$ cat src/rtl/vpw_tx_pkg.sv
package vpw_tx_pkg;

    typedef enum logic [2:0] {
        ST_IDLE,
        ST_SOF,
        ST_BITS,
        ST_EOD,
        ST_EOF,
        ST_IFS,
        ST_BRK
    } vpw_state_e;

    function automatic int imax(input int a, input int b);
        return (a > b) ? a : b;
    endfunction

endpackage

$ cat src/rtl/vpw_seg_timer.sv
module vpw_seg_timer #(
    parameter int CNT_W = 9
) (
    input  logic             clk,
    input  logic             rst_n,
    input  logic             tick,
    input  logic             load,
    input  logic [CNT_W-1:0] load_val,
    output logic             expire
);

    logic [CNT_W-1:0] cnt_d, cnt_q;

    // Counts down one per tick; the segment ends on the tick that consumes the last unit.
    always_comb begin
        cnt_d = cnt_q;
        if (load) begin
            cnt_d = load_val;
        end else if (tick && (cnt_q != '0)) begin
            cnt_d = cnt_q - 1'b1;
        end
    end

    assign expire = tick && (cnt_q == CNT_W'(1));

    always_ff @(posedge clk) begin
        if (!rst_n) begin
            cnt_q <= '0;
        end else begin
            cnt_q <= cnt_d;
        end
    end

endmodule

$ cat src/rtl/vpw_byte_hold.sv
module vpw_byte_hold #(
    parameter int DATA_W = 8
) (
    input  logic              clk,
    input  logic              rst_n,
    input  logic              open,
    input  logic              flush,
    input  logic              take,
    input  logic              in_valid,
    input  logic [DATA_W-1:0] in_data,
    input  logic              in_last,
    output logic              ready,
    output logic              full,
    output logic [DATA_W-1:0] data
);

    typedef struct packed {
        logic              full;
        logic              closed;
        logic [DATA_W-1:0] data;
    } hold_t;

    hold_t h_d, h_q;

    assign ready = open && !h_q.full && !h_q.closed;

    always_comb begin
        h_d = h_q;
        if (flush) begin
            h_d.full   = 1'b0;
            h_d.closed = 1'b0;
        end else begin
            if (take) begin
                h_d.full = 1'b0;
            end
            if (ready && in_valid) begin
                h_d.full   = 1'b1;
                h_d.data   = in_data;
                h_d.closed = in_last;
            end
        end
    end

    always_ff @(posedge clk) begin
        if (!rst_n) begin
            h_q <= '{full: 1'b0, closed: 1'b0, data: '0};
        end else begin
            h_q <= h_d;
        end
    end

    assign full = h_q.full;
    assign data = h_q.data;

endmodule

$ cat src/rtl/vpw_tx.sv
module vpw_tx
    import vpw_tx_pkg::*;
#(
    parameter int DATA_W    = 8,
    parameter int T_SHORT   = 64,
    parameter int T_LONG    = 128,
    parameter int T_SOF     = 200,
    parameter int T_EOD     = 200,
    parameter int T_EOF_EXT = 80,
    parameter int T_BRK     = 280,
    parameter int T_IFS     = 300
) (
    input  logic              clk,
    input  logic              rst_n,
    input  logic              tick,
    input  logic              tx_start,
    input  logic [DATA_W-1:0] tx_byte,
    input  logic              tx_valid,
    input  logic              tx_last,
    input  logic              brk_req,
    output logic              tx_ready,
    output logic              frame_done,
    output logic              bus_active
);

    localparam int T_MAX = imax(imax(imax(T_SHORT, T_LONG), imax(T_SOF, T_EOD)),
                                imax(imax(T_EOF_EXT, T_BRK), T_IFS));
    localparam int CNT_W = $clog2(T_MAX + 1);
    localparam int BIT_W = (DATA_W > 1) ? $clog2(DATA_W) : 1;

    localparam logic [CNT_W-1:0] L_SHORT = CNT_W'(T_SHORT);
    localparam logic [CNT_W-1:0] L_LONG  = CNT_W'(T_LONG);
    localparam logic [CNT_W-1:0] L_SOF   = CNT_W'(T_SOF);
    localparam logic [CNT_W-1:0] L_EOD   = CNT_W'(T_EOD);
    localparam logic [CNT_W-1:0] L_EXT   = CNT_W'(T_EOF_EXT);
    localparam logic [CNT_W-1:0] L_BRK   = CNT_W'(T_BRK);
    localparam logic [CNT_W-1:0] L_IFS   = CNT_W'(T_IFS);
    localparam logic [BIT_W-1:0] L_LEFT  = BIT_W'(DATA_W - 1);

    typedef struct packed {
        vpw_state_e        st;
        logic              lvl;
        logic [DATA_W-1:0] sh;
        logic [BIT_W-1:0]  left;
        logic              done;
    } ctl_t;

    ctl_t r_d, r_q;

    logic             seg_end;
    logic             load;
    logic [CNT_W-1:0] load_val;
    logic             take;
    logic             flush;
    logic             hold_open;
    logic             hold_ready;
    logic             hold_full;
    logic [DATA_W-1:0] hold_data;
    logic             byte_end;

    // Width depends on the bit and on the level it will occupy.
    function automatic logic [CNT_W-1:0] width_of(input logic b, input logic act);
        return (b ^ act) ? L_LONG : L_SHORT;
    endfunction

    vpw_seg_timer #(.CNT_W(CNT_W)) u_timer (
        .clk      (clk),
        .rst_n    (rst_n),
        .tick     (tick),
        .load     (load),
        .load_val (load_val),
        .expire   (seg_end)
    );

    assign hold_open = (r_q.st == ST_SOF) || (r_q.st == ST_BITS);

    vpw_byte_hold #(.DATA_W(DATA_W)) u_hold (
        .clk      (clk),
        .rst_n    (rst_n),
        .open     (hold_open),
        .flush    (flush),
        .take     (take),
        .in_valid (tx_valid),
        .in_data  (tx_byte),
        .in_last  (tx_last),
        .ready    (hold_ready),
        .full     (hold_full),
        .data     (hold_data)
    );

    assign byte_end = (r_q.st == ST_SOF) || (r_q.left == '0);

    always_comb begin
        r_d      = r_q;
        r_d.done = 1'b0;
        load     = 1'b0;
        load_val = L_SHORT;
        take     = 1'b0;
        flush    = 1'b0;

        case (r_q.st)
            ST_IDLE: begin
                if (tx_start) begin
                    r_d.st   = ST_SOF;
                    r_d.lvl  = 1'b1;
                    load     = 1'b1;
                    load_val = L_SOF;
                    flush    = 1'b1;
                end
            end
            ST_SOF, ST_BITS: begin
                if (seg_end) begin
                    r_d.lvl = ~r_q.lvl;
                    load    = 1'b1;
                    if (byte_end) begin
                        if (hold_full) begin
                            take     = 1'b1;
                            r_d.st   = ST_BITS;
                            r_d.sh   = hold_data << 1;
                            r_d.left = L_LEFT;
                            load_val = width_of(hold_data[DATA_W-1], ~r_q.lvl);
                        end else begin
                            r_d.st   = ST_EOD;
                            r_d.lvl  = 1'b0;
                            load_val = L_EOD;
                        end
                    end else begin
                        r_d.sh   = r_q.sh << 1;
                        r_d.left = r_q.left - 1'b1;
                        load_val = width_of(r_q.sh[DATA_W-1], ~r_q.lvl);
                    end
                end
            end
            ST_EOD: begin
                if (seg_end) begin
                    r_d.st   = ST_EOF;
                    load     = 1'b1;
                    load_val = L_EXT;
                end
            end
            ST_EOF: begin
                if (seg_end) begin
                    r_d.st   = ST_IFS;
                    r_d.done = 1'b1;
                    load     = 1'b1;
                    load_val = L_IFS;
                end
            end
            ST_IFS: begin
                if (seg_end) begin
                    r_d.st = ST_IDLE;
                end
            end
            ST_BRK: begin
                if (seg_end) begin
                    r_d.st   = ST_IFS;
                    r_d.lvl  = 1'b0;
                    load     = 1'b1;
                    load_val = L_IFS;
                end
            end
            default: begin
                r_d.st  = ST_IDLE;
                r_d.lvl = 1'b0;
            end
        endcase

        // Break overrides every other activity.
        if (brk_req && (r_q.st != ST_BRK)) begin
            r_d.st   = ST_BRK;
            r_d.lvl  = 1'b1;
            r_d.done = 1'b0;
            load     = 1'b1;
            load_val = L_BRK;
            flush    = 1'b1;
            take     = 1'b0;
        end
    end

    always_ff @(posedge clk) begin
        if (!rst_n) begin
            r_q <= '{st: ST_IDLE, lvl: 1'b0, sh: '0, left: '0, done: 1'b0};
        end else begin
            r_q <= r_d;
        end
    end

    assign bus_active = r_q.lvl;
    assign frame_done = r_q.done;
    assign tx_ready   = hold_ready;

endmodule

$ cat config.mk
export PLATFORM = sky130hd
export DESIGN_NAME = vpw_tx
export DESIGN_NICKNAME = d
export VERILOG_FILES = /design/src/rtl/vpw_tx_pkg.sv /design/src/rtl/vpw_seg_timer.sv /design/src/rtl/vpw_byte_hold.sv /design/src/rtl/vpw_tx.sv
export SDC_FILE = /design/constraint.sdc
export NUM_CORES = 1
export LEC_CHECK = 0
export BUFFER_PORTS_ARGS = -buffer_cell sky130_fd_sc_hd__buf_2
export CORE_ASPECT_RATIO = 0.7
export CORE_MARGIN = 5
export CORE_UTILIZATION = 30
export CTS_CLUSTER_SIZE = 12
export DETAILED_ROUTE_END_ITERATION = 10
export GPL_TIMING_DRIVEN = 0
export PLACE_DENSITY = 0.42
export SYNTH_ARGS = -nofsm -noshare
export SYNTH_HDL_FRONTEND = slang
export SYNTH_SLANG_ARGS = --single-unit
export TNS_END_PERCENT = 5
$ cat constraint.sdc
create_clock -name clk -period 2.5 [get_ports clk]
set_clock_uncertainty 0.05 [all_clocks]
set_input_delay 0.5 -clock clk [delete_from_list [all_inputs] [get_ports clk]]
set_output_delay 0.5 -clock clk [all_outputs]
set_load 0.02 [all_outputs]
Word level (Yosys, flattened, before mapping)
Index checks and enable logic that the tools add are counted.
W data, S select, Z words.

storage, ports and cells
  bits in registers = 35
  input port bits = 15
  output and inout port bits = 3

cells by class
  equality and inequality tests = 24
  reduce and logical (&&, ||, !) cells = 27
  bitwise gates (word level) = 6
  add/sub/neg operators = 2
  muxes and demuxes = 39

operators by type and width
  operator               count
  $mux W9                5
  $mux W8                5
  $pmux W9 S4            1
  $ne A3 B3 Y1 const B   8
  $mux W11               2
  $pmux W3 S6            1
  $mux W4                4
  $mux W15               1
  $ne A2 B2 Y1 const B   7
  $reduce_and A7 Y1      2
  $mux W1                13
  $mux W10               1
  $eq A3 B3 Y1 const B   3
  $eq A9 B1 Y1 const B   1
  $mux W3                3
  $reduce_bool A9 Y1     1
  $sub A9 B1 Y9 const B  1
  $reduce_or A2 Y1       4
  $eq A3 B2 Y1 const B   2
  $logic_and A1 B1 Y1    6
  $logic_not A3 Y1       2
  $reduce_or A3 Y1       2
  $mux W5                1
  $reduce_or A5 Y1       1
  other kinds (13)       21

Depth between registers and ports, before layout
Gate-level depths: netlist (run 1).

  depth after elaboration = 9
  depth in mapped cells = 9
  depth with buffers taken out = 8

By module
From an unflattened synthesis (run 1), not the netlist that was laid out.

unflattened totals
  cells, all modules = 259
  area, all modules = 2180.8 um^2

modules (own cells, without submodules)
  module         times used  cells an instance  area an instance (um^2)  sequential area each (um^2)
  vpw_tx         1           137                1116.1                   300.3
  vpw_seg_timer  1           69                 564.3                    180.2
  vpw_byte_hold  1           53                 500.5                    200.2

Worst setup path before layout (run 1)
OpenSTA, ideal clock, no wires.

  path kind = input to register
  from = input tx_start
  to = register u_timer.cnt_q[8]
  library setup time = 119 ps
  slack = 368 ps
  data required time = 2331 ps
  path buffers = 1
  arrival time = 1964 ps
  stages = 6
  cells stage by stage = or4b_2 o21ai_1 a21o_1 buf_4 nand2_1 o221a_2

between the ends
  longest elaborated chain between the ends = 4

ends and longest elaborated chain
  what                                           line                 text
  start, declared                                vpw_tx.sv:16         input logic tx_start,
  $mux W1 (*)                                    vpw_tx.sv:103        if (tx_start) begin
  $pmux W1 S2 (*)                                vpw_tx.sv:101        case (r_q.st)
  $mux W1 (*)                                    vpw_tx.sv:169        if (brk_req && (r_q.st != ST_BRK)) begin
  $mux W9 or $reduce_bool A2 Y1 (tied branches)  n/a
  end signal, assigned                           vpw_seg_timer.sv:30  cnt_q <= cnt_d;
  end, declared                                  vpw_seg_timer.sv:12  logic [CNT_W-1:0] cnt_d, cnt_q;

Every way passes the cells marked *; elsewhere a longest branch is shown, timed or not.
A chain may end at the register's enable or synchronous reset.

Worst setup path in the final report (run 1)
  from = register r_q[15] (netlist bit)
  to = output tx_ready

between the ends
  longest elaborated chain between the ends = 4

ends and longest elaborated chain
  what                                          line                 text
  start, declared                               vpw_tx.sv:48         ctl_t r_d, r_q;
  start signal, assigned                        vpw_tx.sv:182        r_q <= '{st: ST_IDLE, lvl: 1'b0, sh: '0, left: '0, done: 1'b0};
  start signal, assigned                        vpw_tx.sv:184        r_q <= r_d;
  $eq A3 B1 Y1 or $eq A3 B2 Y1 (tied branches)  vpw_tx.sv:75         assign hold_open = (r_q.st == ST_SOF) || (r_q.st == ST_BITS);
  $logic_or A1 B1 Y1 (*)                        vpw_tx.sv:75
  $logic_and A1 B1 Y1 (*) (2 in series)         vpw_byte_hold.sv:25  assign ready = open && !h_q.full && !h_q.closed;
  end, declared                                 vpw_tx.sv:21         output logic tx_ready,

Marked as above.

==> results of run 1 <==
[area by class of cell]
type	count	area, um^2
flip-flops and latches	34	680.7
clock buffers	7	86.33
clock inverters	1	5.005
inverters	14	52.55
well taps	94	117.6
multi-input cells	188	1280
plain buffers	13	61.31
fillers	699	4357
repair buffers	17	85.08
[path summary, 6_finish.rpt]
check / startpoint / to / slack [ps] / depth (start not counted)
worst max register to register: u_timer.cnt_q[0] / r_q[13] / 130 / 6
worst min-delay path: tx_byte[3] / u_hold.data[3] / 390 / 3
worst max-delay path: r_q[15] / tx_ready / 90 / 5
worst min register to register: u_hold.h_q[8] / u_hold.h_q[8] / 420 / 2
[state kept, by name, summed over array words and instances (netlist names)]
signal	cells
bus_active	1
frame_done	1
r_q	13
u_hold.data	8
u_hold.full	1
u_hold.h_q	1
u_timer.cnt_q	9
[cell usage in the layout, fill, tap and decap left out, types with 4 or more instances in the layout]
cell type and n:
nor4_1 5, a31oi_1 4, mux2i_1 8, clkbuf_8 6, nand3_1 6, o31ai_1 5, ha_1 5, inv_1 14
a21oi_1 21, nand2_1 15, clkbuf_1 7, buf_2 21, dfxtp_1 34, nor2_1 22, nor2b_1 4, nor3_1 6
mux2_2 7, o21ai_0 13
[through the flow]
step	TNS (ps)	total power, mW	area [um^2]	setup WS, ps
CTS	0	1.332	2362	77.24
finish	0	1.321	2369	87.06
global placement	-2182	0.8996	2271	-241.5
floorplan	0	0.8092	2068	367.6
detailed placement	-964.8	0.8927	2271	-164.7
global route	-114.7	1.402	2369	-114.7
[power breakdown]
group,internal [mW],switching (mW),leakage [nW]
Sequential,0.566,0.0333,0.277
Combinational,0.112,0.175,0.627
Clock,0.222,0.212,0.0482
Total,0.900,0.420,0.952
[per-layer routing]
metal / track usage [%] / wire length, um
met1: 22.28 / 3157
met2: 18.44 / 2129
met3: 4.123 / 466
met4: 4.110 / 73
met5: 0 / 0
[cells by family (layout without fill, tap and decap cells)]
group                      Yosys count  in the layout  share of synthesized area (%)
AOI/OAI and AO/OA                   77             77                          26.01
xor gates and xnor gates             4              4                          1.694
adders and majority gates            6              6                          3.509
buffers and inverters               27             52                          5.505
DFF                                 34             34                          32.91
muxes                               15             15                          7.683
and+or+nand+nor                     86             86                          22.69
[worst reg2reg max path: stages, from the launching register on]
cell and delay [ps]:
dfxtp_1 410, ha_1 190, or4bb_1 510, nor3_4 240
buf_4 220, a221oi_1 120, o41ai_1 480
==> flow_summary.yaml, run 1 <==
floorplanning:
  die_h_um: 79.47
  design.core.area_um2: 6725
  start_util_pct: 30.75
  dieWidth_um: 109.2
  io-pin-count: 18
  dieArea_um2: 8681
  rows: 25
synth:
  yosys-top-cells-count: "34 x dfxtp_1, 23 x nor2_1, 21 x a21oi_1"
  synth.most_common_cell: "dfxtp_1"
  yosysTopAreaCellShare_pct: 32.91
  synth_top_area_cell: "dfxtp_1"
  synth_edf_count: 0
  synth_nets: 269
  netlist_instances: 249
  synthTopCellsByArea: "dfxtp_1 33%, a21oi_1 5.1%, nor2_1 4.2%"
  ys_warn_count: 0
  ys_ff_latch: 34
  ys.flop_type: "dfxtp_1"
  synth_seq_area_share_pct: 32.91
  syn-cell-area_um2: 2068
  synth_cell_type_count: 58
  avgSynthCellArea_um2: 8.306
  async_flop_share_pct: 0
finish:
  final_cell_count_no_fill: 368
  final_util_pct: 35.22
  num-nets-final: 293
  area.growth.synth_to_final_pct: 14.52
  diodes: 0
  drive_gt1_share_pct: 18.25
cts:
  post_cts_buffers: 0
  tritoncts: "built"
  clkTransAtPathRegs_ps: 70
  clk_latency_ps: 290
  numClockSinks: 34
  cts_made_buffers: 5
  holdBufCountCts: 0
  clockBufferDepth: 2
  cts_resized: 0
  clockRootBuffer: "clkbuf_8"
  htreeDepth: 2
worst_setup_path:
  arrival_ps: 1860
  critPathSlowestCell: "dfxtp_1"
  start_kind: "register"
  cp_top_family: "buffers and inverters"
  worst-path-buf-inv: 3
  required_ps: 1950
  path_max_fanout: 10
  end_kind: "primary output"
  path_cells: "clkbuf_1 > inv_1 > nand2_1 > nor3_1 > buf_2"
  cpPeakStageDelay_ps: 420
  critPathKind: "register to primary output"
pwr:
  power.density_nw_per_um2: 557.7
  ir_worst_vdd_mv: 0.1960
  p_leak_nw: 0.9516
placement:
  io_buffers: 17
  dp.final_hpwl_um: 4345
  dp_cells: 360
  place_congestion: 0.8152
drt:
  drt_iter0_drc: 144
  wl_um: 5827
  detail-route-antenna-nets: 0
  viasPerCell: 5.326
  vias: 1960
  drcViolationCount: 0
  wl_per_cell_um: 15.83
  firstDrtPassIters: 4
sta:
  period_share_pct: 96.52
  hold_ws_ps: 393.1
  hold_violations: 0
  finalSetupViolCount: 0
  rsz0062_at_grt: "true"
  fmax_mhz: 414.4
  post-route-min-period_ps: 2413
  timing.slew.headroom_pct: 49.47
  worst_pin_slew_ps: 751.0
  finalMaxSlewViolations: 0
global_routing:
  grt_max_degree: 11
  grt_pass1_wl_um: 9597
  antenna_found_initial: 0
  grt_pass1_vias: 1836
  grt-ovfl-total: 0
  grt_usage_pct: 14.31
hold_path:
  hold_class: "input pin to register"
flow_run:
  drv_cap: 0
status:
  status: "finished, final reports clean"
Power figures use the tool's default switching activity.
==> run 2: changes to the inputs <==
--- a/config.mk
+++ b/config.mk
@@ -6,7 +6,7 @@
 export NUM_CORES = 1
 export LEC_CHECK = 0
 export BUFFER_PORTS_ARGS = -buffer_cell sky130_fd_sc_hd__buf_2
-export CORE_ASPECT_RATIO = 0.7
+export CORE_ASPECT_RATIO = 1.5
 export CORE_MARGIN = 5
 export CORE_UTILIZATION = 30
 export CTS_CLUSTER_SIZE = 12
@@ -15,5 +15,6 @@
 export PLACE_DENSITY = 0.42
 export SYNTH_ARGS = -nofsm -noshare
 export SYNTH_HDL_FRONTEND = slang
+export SYNTH_HIERARCHICAL = 1
 export SYNTH_SLANG_ARGS = --single-unit
 export TNS_END_PERCENT = 5
==> run 2 against run 1 <==
  * Register-to-register slack improved by 90 ps
  * Sequential share of layout area decreased by 1.9 points
  * Die area is 4.9% higher
  * Synthesized cell count rose by 4.0%
  * First-iteration DRC count fell by 46%
  * Critical path type unchanged
  * Wire length shrank 4.3%
  * Worst hold slack improved by 7.0 ps
  * Final cell count rose by 4.3%
  * Core utilization is 0.19 points higher
  * Via count shrank 5.6%
  * Setup slack better by 60 ps
==> flow_summary.yaml, run 2 <==
cts:
  clkTransAtPathRegs_ps: 70
  htreeDepth: 2
  clockRootBuffer: "clkbuf_8"
  cts_made_buffers: 5
  holdBufCountCts: 0
  clk_latency_ps: 290
  clockBufferDepth: 2
  numClockSinks: 34
  tritoncts: "built"
status:
  status: "finished, final reports clean"
finish:
  diodes: 0
  largest_register_ffs: 13
  final_common_cell: "dfxtp_1"
  drive_gt1_share_pct: 23.59
  num-nets-final: 304
  largest_register: "r_q"
  area.growth.synth_to_final_pct: 16.58
  final_cell_mix: "33 x dfxtp_1, 31 x a21oi_1, 25 x nand2_1"
  fillers: 748
synth:
  synthTopCellsByArea: "dfxtp_1 31%, a21oi_1 7.3%, mux2i_1 6.9%"
  yosys-top-cells-count: "34 x dfxtp_1, 32 x a21oi_1, 25 x nand2_1"
  ys_ff_latch: 34
  synth_edf_count: 0
  netlist_instances: 259
  yosysTopAreaCellShare_pct: 31.21
  synth_seq_area_share_pct: 31.21
  syn-cell-area_um2: 2181
  ys.flop_type: "dfxtp_1"
  synth.most_common_cell: "dfxtp_1"
  avgSynthCellArea_um2: 8.420
  synth_cell_type_count: 56
  ys_warn_count: 6
  synth_top_area_cell: "dfxtp_1"
  async_flop_share_pct: 0
sta:
  period_share_pct: 94.10
  worst_pin_slew_ps: 670.1
  post-route-min-period_ps: 2352
  layout_setup_ws_ps: 147.5
  finalSetupViolCount: 0
  fmax_mhz: 425.1
  hold_violations: 0
  finalMaxSlewViolations: 0
  rsz0062_at_grt: "false"
  timing.slew.headroom_pct: 55.33
pwr:
  seqPwrFrac_pct: 41.3
  ir_worst_vdd_mv: 0.2594
  power.density_nw_per_um2: 571.5
  power_mw: 1.453
  p_leak_nw: 0.9196
  comb_power_share_pct: 21.3
  p_clk_share_pct: 37.3
  p_sw_mw: 0.4350
  p_int_mw: 1.018
  switching_share_pct: 29.94
hold_path:
  hold_class: "input pin to register"
drt:
  firstDrtPassIters: 4
  drt_iter0_drc: 78
  vias: 1851
  wl_per_cell_um: 14.52
  viasPerCell: 4.820
  detail-route-antenna-nets: 0
  wl_um: 5576
  drcViolationCount: 0
worst_setup_path:
  required_ps: 1950
  r2r_slack_ps: 220
  end_kind: "primary output"
  start_kind: "register"
  arrival_ps: 1800
  critPathKind: "register to primary output"
  path_max_fanout: 10
flow_run:
  drv_cap: 0
floorplanning:
  dieArea_um2: 9110
  rows: 38
  design.core.area_um2: 7179
  io-pin-count: 18
  start_util_pct: 30.38
  dieWidth_um: 79.62
  die_h_um: 114.4
global_routing:
  grt_max_degree: 11
  antenna_found_initial: 0
  grt_pass1_vias: 1859
  grt-ovfl-total: 0
  grt_usage_pct: 13.10
  grt_pass1_wl_um: 9225
placement:
  dp.final_hpwl_um: 4226
  post-place-ws_ps: -398.6
  place_congestion: 0.8297
  io_buffers: 17
## run 2: cell count changes in the layout (fill, tap and decap cells not counted), moves of 6 or more
cell,previous run,this run
nor2_1,22,9
buf_4,2,13
mux2i_1,8,15
a211oi_2,0,6
a21oi_1,21,31
nand2_1,15,25
## run 2: worst max-delay path, stage by stage, from the launching register on
cell and delay, ps:
dfxtp_2 390, buf_4 200, clkbuf_4 220, nand2_1 130, a21oi_4 200, nor3b_1 190
buf_2 190
## run 2: timing repair
item                       4_1_cts  5_1_grt
gates cloned                     0        0
buffers inserted                 0        1
setup endpoints to repair       14        7
gates resized for setup          8        2
pin swaps                        1        1
## run 2: path summary, 6_finish.rpt
check,from,endpoint,cells past startpoint
worst max-delay path,r_q[13],tx_ready,6
worst min-delay path,tx_byte[2],u_hold/data[2],3
worst max register to register,r_q[15],u_timer/cnt_q[1],9
worst min register to register,u_hold/data[2],u_hold/data[2],2
## run 2: cell families after synthesis
logic type | synth area share (%)
xor+xnor | 2.410
buf+inv | 8.720
other cells | 0.1720
simple gates | 20.08
fa+ha+maj | 2.869
compound gates | 26.11
mux | 8.433
flops | 31.21
## run 2: power groups by stage
| stage | Combinational (mW) | Sequential (mW) | Clock, mW |
|---|---|---|---|
| floorplan | 0.222 | 0.606 | 0 |
| global placement | 0.300 | 0.611 | 0 |
| detailed placement | 0.300 | 0.611 | 0 |
| CTS | 0.308 | 0.601 | 0.557 |
| global route | 0.348 | 0.605 | 0.579 |
| finish | 0.310 | 0.600 | 0.543 |
## run 2: routing by layer
layer	track usage (%)	routed length [um]
met1	14.17	2321
met2	24.09	2973
met3	2.520	112
met4	5.963	168
met5	0	0
## run 2: layout make-up
cell class,count,area [um^2],area share [%]
plain buffers,23,147.6,5.807
inverters,12,45.04,1.772
clock buffers,6,82.58,3.248
repair buffers,18,92.59,3.642
flip-flops and latches,34,681.9,26.82
well taps,100,125.1,4.921
multi-input cells,190,1338,52.61
clock inverters,1,30.03,1.181
## run 2: stage by stage
stage	setup TNS [ps]	std cells	util, %	instance area, um^2	hold WS (ps)
CTS	0	384	35.31	2535	394.5
global route	0	384	35.41	2542	392.9
floorplan	0	260	-	2185	385.1
finish	0	384	35.41	2542	400.1
detailed placement	-2428	377	33.36	2395	399.5
global placement	-2483	377	33.36	2395	395.0
==> run 3: changes to the inputs <==
--- a/config.mk
+++ b/config.mk
@@ -15,6 +15,5 @@
 export PLACE_DENSITY = 0.42
 export SYNTH_ARGS = -nofsm -noshare
 export SYNTH_HDL_FRONTEND = slang
-export SYNTH_HIERARCHICAL = 1
 export SYNTH_SLANG_ARGS = --single-unit
 export TNS_END_PERCENT = 5
==> run 3 against run 2 <==
  * Largest cell class unchanged
  * Sequential power barely moved
  * Register-to-register slack got worse by 60 ps
  * First-iteration DRC count rose by 68%
  * Critical path depth fell by 1
  * Power fell by 10%
  * Highest routed layer unchanged
==> flow_summary.yaml, run 3 (synthesis gave the netlist of run 1 again) <==
status:
  status: "finished, final reports clean"
worst_setup_path:
  path_cells: "clkbuf_1 > inv_1 > nand2_1 > nor3_1 > buf_2"
  cp_top_family: "buffers and inverters"
  arrival_ps: 1870
  end_kind: "primary output"
  worst-path-buf-inv: 3
  start_kind: "register"
  path_max_fanout: 10
  cpPeakStageDelay_ps: 410
  critPathSlowestCell: "dfxtp_1"
  critPathKind: "register to primary output"
  required_ps: 1950
finish:
  largest_register: "r_q"
  drive_gt1_share_pct: 19.34
  final_cell_mix: "34 x dfxtp_1, 22 x nor2_1, 21 x buf_2, 21 x a21oi_1, 15 x nand2_1"
  fillers: 719
  diodes: 0
  area.growth.synth_to_final_pct: 14.10
  final_common_cell: "dfxtp_1"
  final_cell_count_no_fill: 352
  largest_register_ffs: 13
  num-nets-final: 293
drt:
  vias: 1924
  drt_iter0_drc: 131
  highest_layer: "met4"
  wl_um: 5937
  detail-route-antenna-nets: 0
  viasPerCell: 5.466
  wl_met2_um: 3104
  wl_met3_um: 163
  wl_per_cell_um: 16.87
  drcViolationCount: 0
  wl_met1_um: 2525
  firstDrtPassIters: 4
cts:
  htreeDepth: 2
  tritoncts: "built"
  numClockSinks: 34
  cts_made_buffers: 5
  clockRootBuffer: "clkbuf_8"
  clockBufferDepth: 2
  clkTransAtPathRegs_ps: 80
  clk_latency_ps: 290
floorplanning:
  io-pin-count: 18
  dieWidth_um: 77.80
  die_h_um: 111.7
  rows: 37
  start_util_pct: 30.39
  design.core.area_um2: 6805
  dieArea_um2: 8689
placement:
  dp.final_hpwl_um: 4533
  io_buffers: 17
  dp_cells: 344
  post-place-ws_ps: -148.6
  place_congestion: 0.7743
pwr:
  ir_worst_vdd_mv: 0.2527
  p_leak_nw: 0.9491
  power_mw: 1.308
  power.density_nw_per_um2: 554.1
global_routing:
  grt_pass1_vias: 1974
  grt-ovfl-total: 0
  grt_max_degree: 13
  grt_usage_pct: 14.37
  grt_pass1_wl_um: 10090
  antenna_found_initial: 0
sta:
  finalSetupViolCount: 0
  post-route-min-period_ps: 2420
  period_share_pct: 96.80
  layout_setup_ws_ps: 79.92
  finalMaxSlewViolations: 0
  rsz0062_at_grt: "true"
  finalSetupTns_ps: 0
  fmax_mhz: 413.2
  hold_violations: 0
  timing.slew.headroom_pct: 54.75
  worst_pin_slew_ps: 669.9
hold_path:
  hold_class: "input pin to register"
flow_run:
  drv_cap: 0
run 3: changes by cell type in the layout (fill, tap and decap cells not counted), moves of 6 or more:
cell,delta
a21oi_1,-10
nor2_1,+13
nand2_1,-10
a211oi_2,-6
mux2i_1,-7
buf_4,-11
run 3: cell type report:
class | instances | area (um^2) | area share, %
buffer | 13 | 61.31 | 2.598
clock buffer | 5 | 68.82 | 2.916
clock inverter | 3 | 21.27 | 0.9014
inverter | 14 | 52.55 | 2.227
multi-input combinational | 188 | 1292 | 54.77
sequential | 34 | 680.7 | 28.84
tap | 78 | 97.59 | 4.136
timing repair buffer | 17 | 85.08 | 3.606
run 3: power by group:
group          switching [mW]  internal, mW
sequential             0.0353         0.566
clock                   0.223         0.196
combinational           0.173         0.114
run 3: path summary, 6_finish.rpt:
kind | startpoint | end | cells after the start | slack [ps]
hold reg to reg | u_hold.data[1] | u_hold.data[1] | 2 | 430
setup reg to reg | u_timer.cnt_q[0] | r_q[13] | 6 | 160
hold / removal | tx_byte[4] | u_hold.data[4] | 3 | 380
setup / recovery | r_q[15] | tx_ready | 5 | 80
run 3: metrics by stage:
stage / hold WS (ps) / area [um^2] / util [%]
global route: 394.8 / 2360 / 34.68
CTS: 379.6 / 2341 / 34.40
floorplan: 387.9 / 2068 / -
global placement: 412.0 / 2251 / 33.08
detailed placement: 416.4 / 2251 / 33.08
finish: 384.8 / 2360 / 34.68
run 3: worst register-to-register path, cell delays in order (launching register included):
cell,delay [ps]
dfxtp_1,420
ha_1,190
or4bb_1,530
nor3_4,270
buf_4,230
a221oi_1,120
o41ai_1,410
run 3: metal layers:
metal | global-route usage [%] | vias to the layer above
met5 | 0 | -
met2 | 26.49 | 37
met3 | 2.265 | 10
met1 | 16.34 | 911
li1 | - | 966
met4 | 4.817 | 0
run 3: timing repair:
| item | in CTS | in global routing |
|---|---|---|
| endpoints found under the hold margin | 0 | 0 |
| buffers inserted | 0 | 0 |
| hold buffers | 0 | 0 |
| setup endpoints to repair | 0 | 15 |
| resized for setup | 0 | 5 |
